### config.mk
export PLATFORM = sky130hd
export DESIGN_NAME = irq_gather
export DESIGN_NICKNAME = d
export VERILOG_FILES = /design/src/rtl/irq_gather.sv
export SDC_FILE = /design/constraint.sdc
export NUM_CORES = 1
export LEC_CHECK = 0
export BUFFER_PORTS_ARGS = -buffer_cell sky130_fd_sc_hd__buf_2
export CAP_MARGIN = 15
export CORE_MARGIN = 1
export CORE_UTILIZATION = 35
export CTS_CLUSTER_SIZE = 14
export DETAILED_ROUTE_END_ITERATION = 7
export HOLD_SLACK_MARGIN = 0.02
export PLACE_DENSITY_LB_ADDON = 0.3
export SKIP_CTS_REPAIR_TIMING = 1
export SLEW_MARGIN = 20
export SYNTH_ARGS = -nofsm -noshare
export SYNTH_HDL_FRONTEND = slang
export SYNTH_SLANG_ARGS = --single-unit
### constraint.sdc
create_clock -name clk -period 2.8 [get_ports clk]
set_clock_uncertainty 0.2 [all_clocks]
set_input_delay 0.14 -clock clk [delete_from_list [all_inputs] [get_ports clk]]
set_output_delay 0.14 -clock clk [all_outputs]
set_load 0.02 [all_outputs]
### src/rtl/irq_gather.sv
module irq_gather #(
  parameter int BYTES = 3,
  parameter logic [8*BYTES-1:0] RSV_BITS = 24'h80_1000
) (
  input  logic              clk,
  input  logic              rst_n,
  input  logic [8*BYTES-1:0] src_evt,
  input  logic              acc_start,
  input  logic [$clog2(3*BYTES)-1:0] acc_addr,
  input  logic              wr_en,
  input  logic [7:0]        bus_wdata,
  input  logic              rd_en,
  output logic [7:0]        bus_rdata,
  output logic              irq_out
);
  localparam int NSRC = 8 * BYTES;
  localparam int NREG = 3 * BYTES;
  localparam int PW   = $clog2(NREG);
  localparam logic [PW-1:0] LAST   = PW'(NREG - 1);
  localparam logic [PW-1:0] LM_BASE = PW'(BYTES);
  localparam logic [PW-1:0] SM_BASE = PW'(2 * BYTES);

  logic [NSRC-1:0] stat, lmask, smask;
  logic [PW-1:0]   ptr, ptr_nxt, off;
  logic            in_stat, in_lm, do_wr, clr;

  assign ptr_nxt = (ptr == LAST) ? '0 : ptr + 1'b1;
  assign in_stat = ptr < LM_BASE;
  assign in_lm   = !in_stat && ptr < SM_BASE;
  assign off     = in_stat ? ptr : (in_lm ? ptr - LM_BASE : ptr - SM_BASE);
  assign do_wr   = wr_en && !acc_start;
  assign clr     = do_wr && in_stat;

  always_comb begin
    if (in_stat)    bus_rdata = stat[8*off +: 8];
    else if (in_lm) bus_rdata = lmask[8*off +: 8];
    else            bus_rdata = smask[8*off +: 8];
  end

  always_ff @(posedge clk) begin
    if (!rst_n)                ptr <= '0;
    else if (acc_start)        ptr <= (acc_addr > LAST) ? '0 : acc_addr;
    else if (wr_en || rd_en)   ptr <= ptr_nxt;
  end

  always_ff @(posedge clk) begin
    if (!rst_n) stat <= '0;
    else        stat <= ((clr ? '0 : stat) | (src_evt & ~smask)) & ~RSV_BITS;
  end

  for (genvar k = 0; k < BYTES; k++) begin : g_mask
    always_ff @(posedge clk) begin
      if (!rst_n) begin
        lmask[8*k +: 8] <= 8'hFF;
        smask[8*k +: 8] <= 8'hFF;
      end else if (do_wr) begin
        if (ptr == LM_BASE + PW'(k)) lmask[8*k +: 8] <= bus_wdata;
        if (ptr == SM_BASE + PW'(k)) smask[8*k +: 8] <= bus_wdata;
      end
    end
  end

  assign irq_out = |(stat & ~lmask);
endmodule

---- After elaboration in Yosys (flattened, before gate mapping) ----
Index checks and enable logic that the tools add are counted.
cells by class
  add/subtract/negate cells ............... 3
  $mul .................................... 0
  div/mod/pow operators ................... 0
  $lt $le $gt $ge ......................... 3
  equality and inequality tests ........... 6
  shift operators ......................... 3
  multiplexer cells ....................... 9
  bitwise operators ....................... 5
  reduce and logical (&&, ||, !) cells .... 14
operator list
  cell                                                 count
  indexed part select 24 x 8 -> 8 bit                  3
  bitwise AND 23 x 24 -> 24 bit                        1
  2-to-1 mux 4 bit                                     6
  NOT 24 bit                                           1
  OR reduction 24 bit                                  1
  bitwise AND 23 bit                                   1
  2-to-1 mux 23 bit                                    1
  NOT 23 bit                                           1
  OR 23 bit                                            1
  == test 4 x 3 -> 1 bit (second input constant)       4
  2-to-1 mux 8 bit                                     2
  AND reduction 2 bit                                  6
  adder 4 x 1 -> 4 bit (second input constant)         1
  == test 4 x 2 -> 1 bit (second input constant)       1
  == test 4 bit (second input constant)                1
  > comparator 4 bit (second input constant)           1
  < comparator 4 x 2 -> 1 bit (second input constant)  1
  < comparator 4 x 3 -> 1 bit (second input constant)  1
  subtractor 4 x 2 -> 4 bit (second input constant)    1
  subtractor 4 x 3 -> 4 bit (second input constant)    1
  logical AND 1 bit                                    3
  zero test 1 bit                                      2
  nonzero test 2 bit                                   1
  logical OR 1 bit                                     1
storage, ports and cells
  register bits ........................... 74
  bits in latches ......................... 0
  memory bits (writable) .................. 0
  bits in read-only memories .............. 0
  output and inout bits ................... 9
  memories ................................ 0

---- Longest topological paths before layout ----
  word-level depth ........................ 8
  gate-level depth with buffers ........... 11
  gate-level depth less buffers ........... 8

---- Worst setup path before layout ----
No wires, ideal clock.
  path kind ............................... register -> output
  start point ............................. reg ptr[1]
  end point ............................... out bus_rdata[0]
  arrival ................................. 2.549 ns
  required time ........................... 2.460 ns
  setup slack ............................. -0.089 ns
  cell stages (with the launch flop) ...... 10
  cell sequence ........................... dfxtp_1 -> buf_2 -> inv_2 -> buf_1 -> ha_1 -> a21oi_1 -> o22ai_1 -> or2_2 -> buf_2 -> o32ai_1
on the way
  cells in the longest elaborated chain, start to end .. 8
  elaborated cells between the ends (all ways) .. 13
  those cells by class .................... add/sub (2); order compare (2); shift (3); mux (4); reduce/logical (2)
RTL lines
  element                                                        RTL line  text
  start: declaration                                             24        logic [PW-1:0] ptr, ptr_nxt, off;
  start signal: assignment                                       42        else if (acc_start) ptr <= (acc_addr > LAST) ? '0 : acc_addr;
  start signal: assignment                                       43        else if (wr_en || rd_en) ptr <= ptr_nxt;
  < comparator 4 x 2 -> 1 bit                                    28        assign in_stat = ptr < LM_BASE;
  zero test 1 bit                                                29        assign in_lm = !in_stat && ptr < SM_BASE;
  logical AND 1 bit                                              29
  2-to-1 mux 4 bit (2 in a row)                                  30        assign off = in_stat ? ptr : (in_lm ? ptr - LM_BASE : ptr - SM_BASE);
  indexed part select 24 x 8 -> 8 bit, on equally long branches  37, 36
  2-to-1 mux 8 bit                                               36        else if (in_lm) bus_rdata = lmask[8*off +: 8];
  2-to-1 mux 8 bit (*)                                           35        if (in_stat) bus_rdata = stat[8*off +: 8];
  end: declaration                                               13        output logic [7:0] bus_rdata,
Mark *: on every way between the ends. The rest lies on a longest branch, timed or not.

---- Worst setup path in the final report ----
  start point ............................. reg ptr[2]
  end point ............................... out bus_rdata[4]
The elaborated chain is that of the path after synthesis.

==> results.md <==
- CTS Sinks: 74
- TritonCTS clock tree: done
- Class of the worst hold path: input pin to flip-flop
- Hold Fails Final Rpt: 9
- Gr usage total: 21.2%
- Finished Core Util: 46.7%
- Core Region: 11700 µm²
- Pwr dens: 510 nW/µm²
- Post-Syn Area: 4270 µm²
- Failing checks: hold timing
- Layout cells sized above 1: 19.0%
- GRT overflow: 0
- Endpoints failing setup: 0
- IO Port Bufs: 47
- Crit Path Max Fanout: 8
- Clk slew on worst S/H paths: 0.06 ns
- Synth area leader: dfxtp_1
- Synth top cells by count: nand2_1, dfxtp_1, nor2b_1, a21oi_1, inv_1
- Clk buf depth: 2
- Ratio of final minimum period to clock period: 97.0%
- NumNets Final: 654
- Worst Setup End Kind: output port
- #FFs+latches synth: 74
- Critical Path RT: 2.46 ns
- Leak pwr: 2.11 nW
- Worst skew pair latency: 0.33 ns
- Wire per inst: 17.9 µm
- DRT antenna net count: 0
- Cell count after synthesis: 544
- Critical path arrival: 2.38 ns
- Max Cap Viol: 0
- Setup repair after global routing missed its margin: false
- Drt initial violations: 385
- Final hold slack: -0.0423 ns
- Vias per inst: 5.67
- Count leader, synth: nand2_1
- Status: finished, violations left
- Die area: 12700 µm²
- Async set-or-reset flop fraction in the synthesized netlist: 0%
- Number of buffers created by CTS: 9
- Synthesis-to-finish area growth: 27.4%
- TNS Setup: 0 ns
- I/O Pins: 50
- Post-synthesis net count: 591
- Slew Viols, Final: 0
- Die Y: 113 µm
- Slew margin rel.: 52.0%
- Initial antenna violation count: 0
- CP Class: flip-flop to output port
- F_max: 368 MHz
- Max H-tree Level: 3
- Yosys top cell area share: 34.7%
- Final wirelength: 13.5 mm
- Final HPWL DP: 9.04 mm
- Number of global-route vias before repair: 3953
- EDFF count, synth: 0
- Largest cells by area after synthesis: dfxtp_1, nand2_1, mux2i_1
- Initial core utilization: 36.6%
- Worst-Margin Slew: 0.720 ns
- Max IR drop VDD: 0.281 mV
- Via Count: 4284
- CP Launch Type: flip-flop
- Die X: 113 µm
- Seq/Total Area, Yosys: 34.7%
- Register-to-register setup slack: 0.49 ns
- Min cycle time layout: 2.72 ns
- Yosys Warn Count: 0
- Final GP Congestion: 0.867
- Root Buffer: clkbuf_16
- Diodes inserted: 0
- First-pass DRT Iterations: 5
- Number of distinct library cells after synthesis: 49
- Pin count of the biggest net entering global routing: 75
- Layout fillers: 1126
- DRC: 0
- Synth Flop Type: dfxtp_1
- Site Rows: 39
- Global-route wire length before repair: 20.9 mm
- Post-Syn Area per Cell: 7.86 µm²
-- final cells by class --
cell class	instances	area (µm²)	share of cell area (%)
Clock inverter	6	66.3	1.22
Timing Repair Buffer	91	688	12.6
Clock buffer	10	239	4.39
Inverter	33	124	2.27
Multi-Input combinational cell	398	2670	48.9
Sequential cell	74	1490	27.3
Tap cell	143	179	3.29
-- metal layers --
metal	GRT usage [%]	up-vias	share of wire, %
met4	8.27	0	2.0
met2	33.0	179	45
li1	-	2051	-
met3	3.13	23	7.0
met1	29.6	2031	46
met5	0	-	0
-- flip-flops by register name, summed over array words and instances, names as in the netlist --
name and cells:
smask 24, ptr 4, stat 22, lmask 24
-- worst max-delay path, cell delays in order (launching register included) --
cell and delay (ns):
dfxtp_1 0.38, inv_2 0.09, ha_1 0.28, inv_1 0.05, a22o_1 0.22, nand2_1 0.07
o2111ai_2 0.10, or2_4 0.37, o32ai_4 0.33, buf_6 0.16
-- cell usage in the layout, fill, tap and decap left out, types with 8 or more instances in the layout --
cell type       n
a21oi_1        39
inv_1          31
or3_1           9
o22ai_1         8
nor2b_1        49
dfxtp_1        71
nand2_1        97
clkbuf_16       9
o21ai_0        14
buf_4          23
mux2i_1        31
nor2_1         14
buf_2          39
o211ai_1       22
dlygate4sd3_1  19
nand3_1        30
buf_6           8
nor3_1          9
a221oi_1        9
-- power by group --
part	total [mW]	internal, mW	switching, mW	leakage, nW
Sequential	1.07	1.06	0.0113	0.600
Combinational	0.525	0.236	0.289	1.37
Clock	1.18	0.714	0.463	0.141
Total	2.78	2.01	0.763	2.11
-- metrics by stage --
stage	instances	area (µm²)	total power, mW	setup WS (ns)
final	755	5450	2.78	0.0829
after global placement	716	4690	1.49	0.147
after floorplan	544	4270	1.35	-0.0887
after CTS	732	5000	2.66	-0.228
after detailed placement	716	4690	1.49	0.125
after global routing	755	5450	2.87	0.00272
-- logic make-up (layout without fill, tap and decap cells) --
kind of cell | Yosys count | in the layout | synth area share (%)
simple gates | 225 | 225 | 25.6
compound gates | 134 | 134 | 22.7
flops | 74 | 74 | 34.7
buf+inv | 72 | 140 | 7.08
mux | 32 | 32 | 7.79
fa+ha+maj | 6 | 6 | 1.76
xor+xnor | 1 | 1 | 0.381
-- path summary, 6_finish.rpt --
path | start | to | depth (start not counted)
worst max-delay path | ptr[2] | bus_rdata[4] | 9
worst min-delay path | src_evt[1] | stat[1] | 4
worst max register to register | ptr[2] | stat[5] | 8
worst min register to register | lmask[23] | lmask[23] | 2
(Power assumes the default switching activity.)
